$ cat config.mk
export PLATFORM = sky130hd
export DESIGN_NAME = carrier_mode_seq
export DESIGN_NICKNAME = d
export VERILOG_FILES = /design/src/rtl/cms_pkg.sv /design/src/rtl/cms_epoch_timer.sv /design/src/rtl/cms_mode_fsm.sv /design/src/rtl/cms_phase_fix.sv /design/src/rtl/carrier_mode_seq.sv
export SDC_FILE = /design/constraint.sdc
export NUM_CORES = 1
export LEC_CHECK = 0
export BUFFER_PORTS_ARGS = -buffer_cell sky130_fd_sc_hd__buf_2
export CORE_MARGIN = 4
export CORE_UTILIZATION = 41
export DETAILED_ROUTE_END_ITERATION = 16
export PLACE_DENSITY = 0.62
export SLEW_MARGIN = 15
export SYNTH_ARGS = -nofsm -noshare
export SYNTH_HDL_FRONTEND = slang
export SYNTH_HIERARCHICAL = 1
export SYNTH_SLANG_ARGS = --single-unit
export TNS_END_PERCENT = 1
$ cat constraint.sdc
create_clock -name clk -period 3.1 [get_ports clk]
set_clock_uncertainty 0.15 [all_clocks]
set_input_delay 0.155 -clock clk [delete_from_list [all_inputs] [get_ports clk]]
set_output_delay 0.155 -clock clk [all_outputs]
set_load 0.02 [all_outputs]
$ cat src/rtl/cms_pkg.sv
// Shared types for the carrier tracking mode sequencer.
package cms_pkg;
    typedef enum logic [1:0] {
        MODE_IDLE = 2'b00,
        MODE_FLL  = 2'b01,
        MODE_WPLL = 2'b10,
        MODE_NPLL = 2'b11
    } mode_t;
endpackage

$ cat src/rtl/cms_epoch_timer.sv
// Counts epoch strobes within one bandwidth step.
// It pulses expire_o on the epoch that completes hold_i epochs, and treats a hold of 0 as 1.
// Assumes clear_i and epoch_i are single-cycle qualified strobes.
module cms_epoch_timer #(
    parameter int HOLD_W = 8
) (
    input  logic              clk,
    input  logic              rst_n,
    input  logic              clear_i,
    input  logic              epoch_i,
    input  logic [HOLD_W-1:0] hold_i,
    output logic              expire_o
);
    logic [HOLD_W-1:0] cnt_q;
    logic [HOLD_W-1:0] last_cnt;

    // Index of the epoch that closes a step.
    always_comb begin
        last_cnt = (hold_i == '0) ? '0 : hold_i - 1'b1;
    end

    assign expire_o = epoch_i && !clear_i && (cnt_q >= last_cnt);

    // Epoch counter, cleared on restart or on step completion.
    always_ff @(posedge clk) begin
        if (!rst_n || clear_i) begin
            cnt_q <= '0;
        end else if (epoch_i) begin
            cnt_q <= expire_o ? '0 : cnt_q + 1'b1;
        end
    end
endmodule

$ cat src/rtl/cms_mode_fsm.sv
// Mode and bandwidth-step state machine.
// Starts in FLL at step 0, walks FLL_STEPS steps, then wide PLL, then narrow PLL.
// Loss of lock on an epoch in either PLL mode restarts at FLL step 0.
// Assumes expire_i comes from a timer cleared by clear_o.
module cms_mode_fsm
    import cms_pkg::*;
#(
    parameter int FLL_STEPS = 3,
    parameter int IDX_W     = 3
) (
    input  logic             clk,
    input  logic             rst_n,
    input  logic             start_i,
    input  logic             epoch_i,
    input  logic             lock_i,
    input  logic             expire_i,
    output mode_t            mode_o,
    output logic [IDX_W-1:0] idx_o,
    output logic             is_pll_o,
    output logic             clear_o
);
    localparam logic [IDX_W-1:0] FLL_LAST = IDX_W'(FLL_STEPS - 1);

    mode_t            mode_q, mode_d;
    logic [IDX_W-1:0] idx_q, idx_d;
    logic             lock_lost;

    assign is_pll_o  = (mode_q == MODE_WPLL) || (mode_q == MODE_NPLL);
    assign lock_lost = epoch_i && !lock_i && is_pll_o;
    assign clear_o   = start_i || lock_lost;

    // Next-state selection: start, then lock loss, then step advance.
    always_comb begin
        mode_d = mode_q;
        idx_d  = idx_q;
        if (clear_o) begin
            mode_d = MODE_FLL;
            idx_d  = '0;
        end else if (expire_i) begin
            case (mode_q)
                MODE_FLL: begin
                    idx_d = idx_q + 1'b1;
                    if (idx_q == FLL_LAST) begin
                        mode_d = MODE_WPLL;
                    end
                end
                MODE_WPLL: begin
                    mode_d = MODE_NPLL;
                    idx_d  = idx_q + 1'b1;
                end
                default: ;
            endcase
        end
    end

    // State registers.
    always_ff @(posedge clk) begin
        if (!rst_n) begin
            mode_q <= MODE_IDLE;
            idx_q  <= '0;
        end else begin
            mode_q <= mode_d;
            idx_q  <= idx_d;
        end
    end

    assign mode_o = mode_q;
    assign idx_o  = idx_q;
endmodule

$ cat src/rtl/cms_phase_fix.sv
// Half-cycle correction flag for the reported carrier phase.
// It follows the sampled data-bit inversion and is forced to 0 on restart.
// Assumes sample_i is raised only on epochs in a PLL mode.
module cms_phase_fix (
    input  logic clk,
    input  logic rst_n,
    input  logic clear_i,
    input  logic sample_i,
    input  logic inv_i,
    output logic flip_o
);
    // Flag register: clear on restart, update on a sampled epoch.
    always_ff @(posedge clk) begin
        if (!rst_n || clear_i) begin
            flip_o <= 1'b0;
        end else if (sample_i) begin
            flip_o <= inv_i;
        end
    end
endmodule

$ cat src/rtl/carrier_mode_seq.sv
// Carrier tracking mode sequencer top.
// Runs FLL-first staged pull-in into narrow PLL, falls back on loss of lock,
// and flags the 180 degree phase correction.
// Assumes single-cycle start and epoch strobes synchronous to clk.
module carrier_mode_seq
    import cms_pkg::*;
#(
    parameter int FLL_STEPS  = 3,
    parameter int HOLD_W     = 8,
    parameter int PDI_W      = 5,
    parameter int PDI_WIDE   = 5,
    parameter int PDI_NARROW = 20,
    parameter int IDX_W      = $clog2(FLL_STEPS + 2)
) (
    input  logic              clk,
    input  logic              rst_n,
    input  logic              start_i,
    input  logic              epoch_i,
    input  logic              lock_i,
    input  logic              inv_i,
    input  logic              dwell_2ms_i,
    input  logic [HOLD_W-1:0] hold_i,
    output logic [1:0]        mode_o,
    output logic [IDX_W-1:0]  bw_idx_o,
    output logic [PDI_W-1:0]  pdi_ms_o,
    output logic              flip_o
);
    mode_t mode;
    logic  is_pll;
    logic  clear;
    logic  expire;

    cms_epoch_timer #(.HOLD_W(HOLD_W)) u_timer (
        .clk      (clk),
        .rst_n    (rst_n),
        .clear_i  (clear),
        .epoch_i  (epoch_i),
        .hold_i   (hold_i),
        .expire_o (expire)
    );

    cms_mode_fsm #(.FLL_STEPS(FLL_STEPS), .IDX_W(IDX_W)) u_fsm (
        .clk      (clk),
        .rst_n    (rst_n),
        .start_i  (start_i),
        .epoch_i  (epoch_i),
        .lock_i   (lock_i),
        .expire_i (expire),
        .mode_o   (mode),
        .idx_o    (bw_idx_o),
        .is_pll_o (is_pll),
        .clear_o  (clear)
    );

    cms_phase_fix u_fix (
        .clk      (clk),
        .rst_n    (rst_n),
        .clear_i  (clear),
        .sample_i (epoch_i && is_pll),
        .inv_i    (inv_i),
        .flip_o   (flip_o)
    );

    assign mode_o = mode;

    // Integration length per mode.
    always_comb begin
        case (mode)
            MODE_FLL:  pdi_ms_o = dwell_2ms_i ? PDI_W'(2) : PDI_W'(1);
            MODE_WPLL: pdi_ms_o = PDI_W'(PDI_WIDE);
            MODE_NPLL: pdi_ms_o = PDI_W'(PDI_NARROW);
            default:   pdi_ms_o = '0;
        endcase
    end
endmodule

# Yosys cells after proc, flatten, opt, wreduce, memory -nomap -nowiden

Index checks and enable logic that the tools add are counted.

Add/sub/neg operators: 3
Magnitude comparators: 1
Equality and inequality tests: 6
Multiplexer cells: 8
Bitwise logic cells: 1
Reductions and logical operators: 20

Operators with widths:

| cell                | count |
|---|---|
| $mux 8              | 2 |
| $pmux 5 s3          | 1 |
| $add 8x1->8 const B | 1 |
| $ge 8x8->1          | 1 |
| $logic_not 8->1     | 1 |
| $sub 8x1->8 const B | 1 |
| $reduce_and 3->1    | 2 |
| $logic_and 1x1->1   | 5 |
| $eq 2x2->1 const B  | 2 |
| $mux 2              | 2 |
| $pmux 2 s2          | 1 |
| $reduce_bool 2->1   | 2 |
| $reduce_or 2->1     | 2 |
| $add 3x1->3 const B | 1 |
| $eq 3x2->1 const B  | 1 |
| $logic_not 1->1     | 3 |
| $logic_or 1x1->1    | 3 |
| $ne 3x1->1 const B  | 1 |
| $reduce_bool 3->1   | 1 |
| $eq 2x1->1 const B  | 1 |
| $mux 1              | 2 |
| $ne 2x1->1 const B  | 1 |
| $reduce_and 2->1    | 1 |
| $not 1->1           | 1 |

Register bits after elaboration: 14
Input port bits: 15
Output and inout port bits: 11
Word-level logic and storage cells: 44

# Longest topological paths before layout

Gate-level depths: netlist of run 1.

Word-level depth: 9
Mapped depth: 13
Mapped depth without buffers: 13

# Cells and area by module

The synthesis of run 1 kept the hierarchy.

Modules (own cells, without submodules):

| module           | instances | cells an instance | area each (sq um) | seq. area each (sq um) |
|---|---|---|---|---|
| cms_epoch_timer  | 1         | 88                | 770.7             | 160.2 |
| cms_mode_fsm     | 1         | 36                | 325.3             | 100.1 |
| carrier_mode_seq | 1         | 10                | 56.3              | 0.0 |
| cms_phase_fix    | 1         | 3                 | 42.5              | 20.0 |

# Worst setup path before layout of run 1

No wires, ideal clock.

Path kind: register to register
From: register u_fsm.mode_q[0], in the netlist u_fsm/mode_o[0]
To: register u_fsm.mode_q[0], in the netlist u_fsm/mode_o[0]
Data arrival time: 2.505 ns
Required time: 2.830 ns
Setup slack: 0.325 ns
Stages on the path, launching flop included: 11
Path buffers: 1
Period minus slack after synthesis: 2.775 ns
Cells stage by stage: dfxtp_1 inv_1 ha_1 or2_4 a31o_2 and2b_2 clkdlybuf4s18_1 and2_2 nand2_1 o31a_1 o31a_1

Longest elaborated chain between the ends: 9
Elaborated cells on any way between the ends: 16
Classes of those cells: eq/ne: 4; mux: 3; reduce/logical: 9

RTL lines:

| item                                 | RTL line               | RTL |
|---|---|---|
| from (decl)                          | cms_mode_fsm.sv:24     | `mode_t mode_q, mode_d;` |
| from (signal assigned)               | cms_mode_fsm.sv:62     | `mode_q <= mode_d;` |
| $eq 2x2->1                           | cms_mode_fsm.sv:28     | `assign is_pll_o = (mode_q == MODE_WPLL) \|\| (mode_q == MODE_NPLL);` |
| $logic_or 1x1->1 *                   | cms_mode_fsm.sv:28     |  |
| named net is_pll                     | carrier_mode_seq.sv:29 | `logic is_pll;` |
| $logic_and 1x1->1 *                  | cms_mode_fsm.sv:29     | `assign lock_lost = epoch_i && !lock_i && is_pll_o;` |
| $logic_or 1x1->1 *                   | cms_mode_fsm.sv:30     | `assign clear_o = start_i \|\| lock_lost;` |
| named net clear                      | carrier_mode_seq.sv:30 | `logic clear;` |
| $logic_not 1->1 *                    | cms_epoch_timer.sv:22  | `assign expire_o = epoch_i && !clear_i && (cnt_q >= last_cnt);` |
| $logic_and 1x1->1 * (2 in series)    | cms_epoch_timer.sv:22  |  |
| named net expire                     | carrier_mode_seq.sv:31 | `logic expire;` |
| $reduce_bool 2->1 (no source line) * | --                     |  |
| $reduce_and 3->1 (no source line) *  | --                     |  |

Mark *: on every way through the listed nets, which the timed path passes. The rest lies on a longest branch. The select of a mux whose other input is x is not followed.
A chain may end at the register's enable or synchronous reset.

# Final worst setup path of run 1

From: input port hold_i[0]
To: register u_fsm.mode_q[0], in the netlist u_fsm/mode_o[0]

Longest elaborated chain between the ends: 6
Elaborated cells on any way between the ends: 7
Classes of those cells: add/sub: 1; order compare: 1; mux: 1; reduce/logical: 4

RTL lines:

| item                                                  | RTL line               | RTL |
|---|---|---|
| from (decl)                                           | carrier_mode_seq.sv:22 | `input logic [HOLD_W-1:0] hold_i,` |
| $sub 8x1->8 / $logic_not 8->1 (equally long branches) | cms_epoch_timer.sv:19  | `last_cnt = (hold_i == '0) ? '0 : hold_i - 1'b1;` |
| $mux 8 *                                              | cms_epoch_timer.sv:19  |  |
| $ge 8x8->1 *                                          | cms_epoch_timer.sv:22  |  |
| $logic_and 1x1->1 *                                   | cms_epoch_timer.sv:22  |  |
| named net expire                                      | carrier_mode_seq.sv:31 |  |
| $reduce_bool 2->1 (no source line) *                  | --                     |  |
| $reduce_and 3->1 (no source line) *                   | --                     |  |

Mark *: on every way through the listed nets, which the timed path passes. The rest lies on a longest branch.

==> summary.txt, run 1 <==
# nets final -> 194
Crit-path slowest cell -> a2111oi_4
Die Span X -> 61.99 um
WP data arrival -> 2.70 ns
largest area contributor in the netlist -> dfxtp_1
Die Y -> 61.99 um
Seq cells post-synth -> 14
Port-buffer cells -> 24
non-filler instance count after layout -> 193
Initial Util -> 0.4296
post-CTS setup buffers -> 0
DRC Markers -> 0
vias in the first global route -> 974
Mapped Nets -> 167
hold_buf cts -> 1
clk_lat worst skew -> 0.27 ns
Vias per Instance -> 5.342
clock-pin slew on the worst setup and hold paths -> 0.08 ns
FILL cells -> 275
VDD IR max -> 198.3 uV
Switch Pwr -> 0.09748 mW
FF-to-FF setup slack -> 0.49 ns
CP bufs+invs -> 2
post-CTS sizing -> 0
maxcap violations -> 0
gpl congestion -> 0.8062
Routed wire per std cell -> 12.45 um
crit path from -> hold_i[0]
top post-synthesis cells by count -> ha_1 (15), dfxtp_1 (14), nand2_1 (11), inv_1 (9), nor2_1 (9)
count leader, synth -> ha_1
Critical Path RT -> 3.12 ns
most numerous cell on the critical path -> ha_1
Routed Antenna Nets -> 0
Synth Instances -> 137
CTS tree -> yes
fin. max-slew vios -> 0
DP HPWL -> 2007 um
Seq/Total Area, Yosys -> 0.2346
post-synthesis average cell area -> 8.722 um^2
Initial DRC Count -> 29
Yosys warnings -> 6
CP top delay family -> simple AND/OR/NAND/NOR gates
diode count -> 0
setup_tns -> 0 ns
status -> finished clean
Final min period -> 2.685 ns
Total GRT Usage -> 0.1378
Clk network pwr share -> 0.275
clk buf depth -> 2
post-placement cell count -> 189
Hold WS -> 0.05806 ns
Post-synth EDFFs -> 0
Placeable Area -> 0.002781 mm^2
top cells by area, synth -> dfxtp_1 (23%), ha_1 (16%), a211oi_1 (4.4%)
Worst Setup Path Type -> in2reg
H-tree depth -> 1
PD cells -> 262.8 mW/mm^2
Boundary Pins -> 26
Leak Pwr -> 0.6089 nW
Worst setup SP type -> primary input
internal power component -> 0.2613 mW
FFs w/ async S/R, synth -> 0
CTS Root Cell -> clkbuf_4
maximum clock frequency -> 372.4 MHz
Gate power share -> 0.210
first-pass GRT wire length -> 3981 um
RSZ-0062 raised after global routing -> no
row count -> 19
layout cells sized above 1 -> 0.2654
Switching Fraction -> 0.2717
WL final -> 2403 um
Cell variety after synth -> 45
critical path cell sequence -> buf_2 -> inv_1 -> ha_1 -> nand2_2 -> nor4_1 -> nor2_1 -> ha_1 -> nand2b_4 -> a2111oi_4 -> o21ai_2 -> and2_2 -> nand2_1 -> a21oi_1 -> o31a_1
Mapped Area -> 0.001195 mm^2
1st-pass router iterations -> 4
clock buffer count from CTS -> 3
Sinks on Clock Net -> 14
# setup viols final -> 0
HP Class -> in2reg
CP endpoint kind -> flip-flop
final hold violation count -> 0
post-synth top area share -> 0.2346
Die Area -> 0.003842 mm^2
CP Max Fanout -> 5
Area growth syn-to-layout -> 14.24%
slowest stage delay, CP -> 0.40 ns
vias after detailed routing -> 1,031
reg2reg start -> u_fsm/mode_o[0]
HP Start -> inv_i
Congestion Overflow GR -> 0
largest net degree at the start of global routing -> 12
final cycle utilization of the critical path -> 0.8662
antenna violations before repair -> 0
sequential power share -> 0.515
Main synth FF type -> dfxtp_1
[per-layer routing]
metal  global-route usage  vias to the layer above  wire [um]
met5                    0                        -          0
met3              0.02686                        4        109
met1               0.1588                      469       1075
met4              0.06364                        0         34
met2               0.2426                       20       1184
li1                     -                      538          -
[cell type report]
cell class | count | area [um^2] | area share
clock buffer | 3 | 22.52 | 0.01650
inverter | 9 | 33.78 | 0.02475
multi-input combinational | 110 | 852.1 | 0.6242
sequential | 14 | 280.3 | 0.2053
tap | 31 | 38.79 | 0.02841
timing repair buffer | 26 | 137.6 | 0.1008
[registers in the layout (all words and copies together), names as in the netlist]
register       cells
u_fsm/mode_o       2
u_fsm/idx_o        3
u_fix/flip_o       1
u_timer/cnt_q      8
[worst paths after layout]
| path | endpoint | depth (start not counted) |
|---|---|---|
| max | u_fsm/mode_o[0] | 14 |
| min | u_fix/flip_o | 3 |
| max reg2reg | u_fsm/mode_o[0] | 9 |
| min reg2reg | u_fsm/idx_o[2] | 2 |
[kinds of logic after synthesis]
logic type,Yosys count,synth area share
other,1,0.003138
flip-flops,14,0.2346
multiplexers,2,0.01675
adder cells (fa/ha/maj),15,0.1571
AO/OA/AOI/OAI,28,0.1906
XOR/XNOR,12,0.08796
AND/OR/NAND/NOR,52,0.2576
buffers and inverters,13,0.05235
[power groups by stage]
stage                     Sequential, mW  Clock [mW]  Combinational (mW)
after CTS                          0.185       0.104              0.0764
after floorplan                    0.189           0              0.0509
after global routing               0.185       0.113              0.0839
after detailed placement           0.189           0              0.0750
final                              0.185      0.0988              0.0753
after global placement             0.189           0              0.0728
[metrics by stage]
step | worst slack, ns | instance area, um^2 | total power, mW | utilization
6_report | 0.4148 | 1365 | 0.3588 | 0.4908
5_1_grt | 0.2233 | 1365 | 0.3817 | 0.4908
4_1_cts | 0.4114 | 1365 | 0.3653 | 0.4908
3_5_place_dp | 0.1131 | 1333 | 0.2639 | 0.4791
3_3_place_gp | 0.2005 | 1333 | 0.2618 | 0.4791
2_1_floorplan | 0.3249 | 1195 | 0.2404 | -
[worst min-delay path, cell delays in order]
cell     delay, ns
buf_2         0.08
mux2i_1       0.07
nor3b_2       0.14
[layout by cell type, fill, tap and decap left out, drive strengths merged, types with 2 or more instances in the layout]
cell	instances
nor2	9
xor2	6
nor3	5
a21o	2
o21ai	5
nand2b	5
dfxtp	14
nand2	12
inv	9
nand3b	2
ha	15
a211oi	8
buf	25
mux2i	2
o31a	2
nor2b	3
and2	3
o21a	2
clkbuf	3
nand4	4
a21oi	5
xnor2	6
(Power assumes the default switching activity.)
==> run 2, diff against run 1 <==
CORE_UTILIZATION = 54   (was 41)
PLACE_DENSITY = 0.78   (was 0.62)
clock period = 2.5 ns   (was 3.1 ns; I/O delays follow)
==> run 2 against run 1 <==
  * Total power rose by 30%
  * Non-clock buffer count rose by 13
  * Flip-flop and latch count did not move
  * Cell count rose by 4.7%
  * Combinational power rose by 47%
  * Sequential share of layout area fell by 1.7 points
  * Routed wire length rose by 6.4%
  * Clock power rose by 30%
  * Design area rose by 9.4%
  * Via count rose by 7.5%
  * Utilization rose by 25 points
  * Sequential power rose by 24%
  * Critical path type is now reg2reg
  * Critical endpoint unchanged
==> summary.txt, run 2 (synthesis results as in run 1) <==
status -> finished clean (unchanged)
total power -> 0.4676 mW (was 0.3588 mW)
Leak Pwr -> 0.6749 nW (was 0.6089 nW)
Placed Area -> 0.001433 mm^2 (was 0.001333 mm^2)
Worst Setup Path Type -> reg2reg (was in2reg)
Worst setup SP type -> flip-flop (was primary input)
# setup viols final -> 0 (unchanged)
DP HPWL -> 2000 um (was 2007 um)
Initial Util -> 0.5910 (was 0.4296)
post-CTS setup buffers -> 0 (unchanged)
Vias per Instance -> 5.485 (was 5.342)
number of flip-flops in the largest register -> 8 (unchanged)
vias after detailed routing -> 1,108 (was 1,031)
Hold WS -> 0.01674 ns (was 0.05806 ns)
metal1 wirelength -> 1166 um (was 1075 um)
clock-pin slew on the worst setup and hold paths -> 0.08 ns (about the same)
Congestion Overflow GR -> 0 (unchanged)
first-pass GRT wire length -> 4119 um (was 3981 um)
Die Area -> 0.003029 mm^2 (was 0.003842 mm^2)
met2 wire length -> 1157 um (was 1184 um)
diode count -> 0 (unchanged)
H-tree depth -> 1 (unchanged)
fin. max-slew vios -> 0 (unchanged)
Register Area -> 281.5 um^2 (was 280.3 um^2)
Setup WS pre-CTS -> -0.2216 ns (was 0.1131 ns)
Total GRT Usage -> 0.1926 (was 0.1378)
HP Class -> in2reg (unchanged)
1st-pass router iterations -> 4 (unchanged)
WL final -> 2556 um (was 2403 um)
Placeable Area -> 0.002022 mm^2 (was 0.002781 mm^2)
Critical Path RT -> 2.53 ns (was 3.12 ns)
row count -> 16 (was 19)
Area growth syn-to-layout -> 25.03% (was 14.24%)
Initial DRC Count -> 22 (was 29)
RSZ-0062 raised after global routing -> yes (was no)
Die Y -> 55.04 um (was 61.99 um)
clk buf depth -> 2 (unchanged)
WP data arrival -> 2.43 ns (was 2.70 ns)
non-filler instance count after layout -> 202 (was 193)
Routed wire per std cell -> 12.65 um (was 12.45 um)
largest net degree at the start of global routing -> 12 (unchanged)
Biggest register -> u_timer/cnt_q (unchanged)
FILL cells -> 163 (was 275)
clk_lat worst skew -> 0.28 ns (was 0.27 ns)
multi-input logic area -> 887.1 um^2 (was 852.1 um^2)
layout cells sized above 1 -> 0.3657 (was 0.2654)
post-placement cell count -> 198 (was 189)
DRC Markers -> 0 (unchanged)
CTS tree -> yes (unchanged)
maxcap violations -> 0 (unchanged)
Port-buffer cells -> 24 (unchanged)
final hold violation count -> 0 (unchanged)
VDD IR max -> 269.7 uV (was 198.3 uV)
final worst setup slack -> 0.1022 ns (was 0.4148 ns)
PD cells -> 313.0 mW/mm^2 (was 262.8 mW/mm^2)
DR top layer -> met4 (unchanged)
met3 wire len -> 175 um (was 109 um)
Routed Antenna Nets -> 0 (unchanged)
Final min period -> 2.398 ns
setup_tns -> 0 ns (unchanged)
maximum clock frequency -> 417.1 MHz
CP endpoint kind -> flip-flop (unchanged)
gpl congestion -> 0.8464 (was 0.8062)
post-layout util -> 0.7389 (was 0.4908)
commonest cells after routing, fill and taps aside -> buf_2 (24), buf_4 (14), dfxtp_1 (13), ha_1 (13), nand2_1 (11) (was buf_2 (24), ha_1 (15), dfxtp_1 (14))
# nets final -> 207 (was 194)
antenna violations before repair -> 0 (unchanged)
CP Max Fanout -> 8 (was 5)
Sinks on Clock Net -> 14 (unchanged)
clock buffer count from CTS -> 3 (unchanged)
Die Span X -> 55.04 um (was 61.99 um)
final cycle utilization of the critical path -> 0.9591
cell area after layout -> 0.001494 mm^2 (was 0.001365 mm^2)
most common cell after layout, fill and taps aside -> buf_2 (unchanged)
CTS Root Cell -> clkbuf_4 (unchanged)
Boundary Pins -> 26 (unchanged)
vias in the first global route -> 1,002 (was 974)
-- run 2: cell types whose count changed in the layout (fill, tap and decap cells not counted), sizes merged --
| cell | change |
|---|---|
| buf | +13 |
-- run 2: cell type report --
type / instances / area share
flip-flops and latches: 14 / 0.1884
inverters: 9 / 0.02261
well taps: 27 / 0.02261
clock buffers: 3 / 0.01508
repair buffers: 39 / 0.1575
multi-input cells: 110 / 0.5938
-- run 2: where the power goes --
group	internal [mW]	switching, mW	total, mW	leakage, nW
registers	0.225	0.00318	0.229	0.113
clock network	0.0561	0.0723	0.128	0.0138
logic	0.0543	0.0564	0.111	0.548
-- run 2: path summary, 6_finish.rpt --
path / start / to / slack (ns) / depth (start not counted)
worst max-delay path: u_fsm/mode_o[0] / u_fsm/mode_o[0] / 0.10 / 9
worst min register to register: u_fsm/idx_o[2] / u_fsm/idx_o[2] / 0.40 / 2
worst max register to register: u_fsm/mode_o[0] / u_fsm/mode_o[0] / 0.10 / 9
worst min-delay path: inv_i / u_fix/flip_o / 0.02 / 3
-- run 2: worst max-delay path, stage by stage, from the launching register on --
cell and delay, ns:
dfxtp_2 0.40, inv_1 0.06, ha_1 0.24, or2_4 0.26
a31o_2 0.29, and2b_2 0.22, and2_4 0.15, nand2_1 0.06
o31a_1 0.23, o31a_1 0.23
-- run 2: timing repair --
item / CTS / global route
hold endpoints to repair: 2 / 0
hold buffers: 1 / 0
setup endpoints to repair: 0 / 4
gates resized for setup: 0 / 6
-- run 2: per-layer routing --
metal / vias up / track usage
li1: 561 / -
met5: - / 0
met4: 0 / 0.09717
met3: 5 / 0.04290
met1: 507 / 0.2341
met2: 35 / 0.3169
==> run 3, diff against run 2 <==
BUFFER_PORTS_ARGS = default   (was -buffer_cell sky130_fd_sc_hd__buf_2)
CORE_UTILIZATION = 62   (was 54)
DONT_BUFFER_PORTS = 1   (was default)
PLACE_DENSITY = 0.77   (was 0.78)
==> run 3 against run 2 <==
  * Via count shrank 5.3%
  * Die area is 11% lower
  * Clock power is 30% higher
  * Sequential share of layout area rose by 1.4 points
  * Critical path depth did not move
  * Register-to-register slack gained 0.02 ns
  * Hold slack lost 0.012 ns
==> summary.txt, run 3 (synthesis results as in run 1) <==
fin. max-slew vios -> 0 (unchanged)
Port-buffer cells -> 0 (was 24)
number of flip-flops in the largest register -> 8 (unchanged)
FF-to-FF setup slack -> 0.13 ns (was 0.10 ns)
vias in the first global route -> 1,093 (was 1,002)
critical path cell sequence -> inv_1 -> ha_1 -> or2_4 -> a31o_2 -> and2b_2 -> and2_4 -> nand2_1 -> o31a_1 -> o31a_1 (unchanged)
commonest cells after routing, fill and taps aside -> dfxtp_1 (13), ha_1 (13), buf_4 (12) (was buf_2 (24), buf_4 (14), dfxtp_1 (13), ha_1 (13), nand2_1 (11))
Die Span X -> 51.90 um (was 55.04 um)
largest net degree at the start of global routing -> 9 (was 12)
vias after detailed routing -> 1,049 (was 1,108)
Congestion Overflow GR -> 0 (unchanged)
antenna violations before repair -> 0 (unchanged)
Initial Util -> 0.6702 (was 0.5910)
1st-pass router iterations -> 4 (unchanged)
Boundary Pins -> 26 (unchanged)
first-pass GRT wire length -> 4581 um (was 4119 um)
setup_tns -> 0 ns (unchanged)
DRC Markers -> 0 (unchanged)
Setup WS pre-CTS -> -0.1527 ns (was -0.2216 ns)
Critical Path RT -> 2.53 ns (about the same)
# nets final -> 185 (was 207)
maximum clock frequency -> 421.3 MHz (was 417.1 MHz)
H-tree depth -> 1 (unchanged)
layout cells sized above 1 -> 0.2273 (was 0.3657)
HP Class -> in2reg (unchanged)
Area growth syn-to-layout -> 16.33% (was 25.03%)
Sinks on Clock Net -> 14 (unchanged)
CTS Root Cell -> clkbuf_4 (unchanged)
PD cells -> 348.3 mW/mm^2 (was 313.0 mW/mm^2)
CP endpoint kind -> flip-flop (unchanged)
status -> finished clean (unchanged)
row count -> 15 (was 16)
Die Y -> 51.90 um (was 55.04 um)
Leak Pwr -> 0.5783 nW (was 0.6749 nW)
Worst setup SP type -> flip-flop (unchanged)
Biggest register -> u_timer/cnt_q (unchanged)
CTS tree -> yes (unchanged)
most numerous cell on the critical path -> o31a_1 (unchanged)
clock buffer count from CTS -> 3 (unchanged)
DP HPWL -> 2020 um (was 2000 um)
final worst setup slack -> 0.1267 ns (was 0.1022 ns)
clk buf depth -> 2 (unchanged)
Routed wire per std cell -> 14.85 um (was 12.65 um)
gpl congestion -> 0.8308 (was 0.8464)
Hold WS -> 0.004364 ns (was 0.01674 ns)
Total GRT Usage -> 0.2238 (was 0.1926)
final hold violation count -> 0 (unchanged)
Crit-path slowest cell -> dfxtp_2 (unchanged)
Vias per Instance -> 5.860 (was 5.485)
total power -> 0.4842 mW (was 0.4676 mW)
VDD IR max -> 530.6 uV (was 269.7 uV)
Die Area -> 0.002694 mm^2 (was 0.003029 mm^2)
WP data arrival -> 2.40 ns (was 2.43 ns)
RSZ-0062 raised after global routing -> no (was yes)
clock-pin slew on the worst setup and hold paths -> 0.08 ns (about the same)
clk_lat worst skew -> 0.29 ns (was 0.28 ns)
# setup viols final -> 0 (unchanged)
slowest stage delay, CP -> 0.38 ns (was 0.40 ns)
Initial DRC Count -> 22 (unchanged)
diode count -> 0 (unchanged)
Final min period -> 2.373 ns (was 2.398 ns)
Routed Antenna Nets -> 0 (unchanged)
Placeable Area -> 0.001783 mm^2 (was 0.002022 mm^2)
maxcap violations -> 0 (unchanged)
CP Max Fanout -> 5 (was 8)
Worst Setup Path Type -> reg2reg (unchanged)
final cycle utilization of the critical path -> 0.9493 (was 0.9591)
WL final -> 2658 um (was 2556 um)
## run 3: changes by cell type in the layout (fill, tap and decap cells not counted), sizes merged
cell | before | now
buf | 38 | 12
dlygate4sd3 | 1 | 5
clkbuf | 3 | 4
## run 3: what timing repair did
| item | 4_1_cts | 5_1_grt |
|---|---|---|
| hold endpoints to repair | 11 | 0 |
| endpoints found under the setup margin | 0 | 3 |
| resized for setup | 0 | 2 |
| setup buffers | 0 | 0 |
| hold buffers | 5 | 0 |
## run 3: area by class of cell
| type | count | area (um^2) |
|---|---|---|
| Multi-Input combinational cell | 110 | 867.1 |
| Fill cell | 123 | 392.9 |
| Tap cell | 25 | 31.28 |
| Timing Repair Buffer | 17 | 140.1 |
| Sequential cell | 14 | 281.5 |
| Inverter | 9 | 33.78 |
| Clock buffer | 4 | 36.28 |
## run 3: through the flow
stage               cell area, um^2  utilization  cells
floorplan                      1204            -    137
global placement               1295       0.7263    170
detailed placement             1295       0.7263    170
CTS                            1381       0.7747    179
global route                   1390       0.7796    179
finish                         1390       0.7796    179
## run 3: path summary, 6_finish.rpt
| check | startpoint | end | cells after the start |
|---|---|---|---|
| min | rst_n | u_timer/cnt_q[1] | 3 |
| min reg2reg | u_timer/cnt_q[1] | u_timer/cnt_q[1] | 2 |
| max reg2reg | u_fsm/mode_o[0] | u_fsm/mode_o[0] | 9 |
| max | u_fsm/mode_o[0] | u_fsm/mode_o[0] | 9 |
## run 3: per-layer routing
layer,GRT usage,part of all wire
met2,0.4079,0.49
met1,0.2636,0.45
met5,0,0
met3,0.02865,0.056
met4,0.07860,0.0075
## run 3: report_power, final
part,internal [mW],switching [mW],leakage [nW],total [mW]
Sequential,0.225,0.00274,0.113,0.228
Combinational,0.0460,0.0446,0.444,0.0906
Clock,0.0888,0.0767,0.0210,0.166
## run 3: critical path: cells and delay by family (launching register included)
family / cells / cell delay [ns]
adders and majority gates: 1 / 0.24
buffers and inverters: 1 / 0.06
DFF: 1 / 0.38
AOI/OAI and AO/OA: 3 / 0.75
and+or+nand+nor: 4 / 0.68
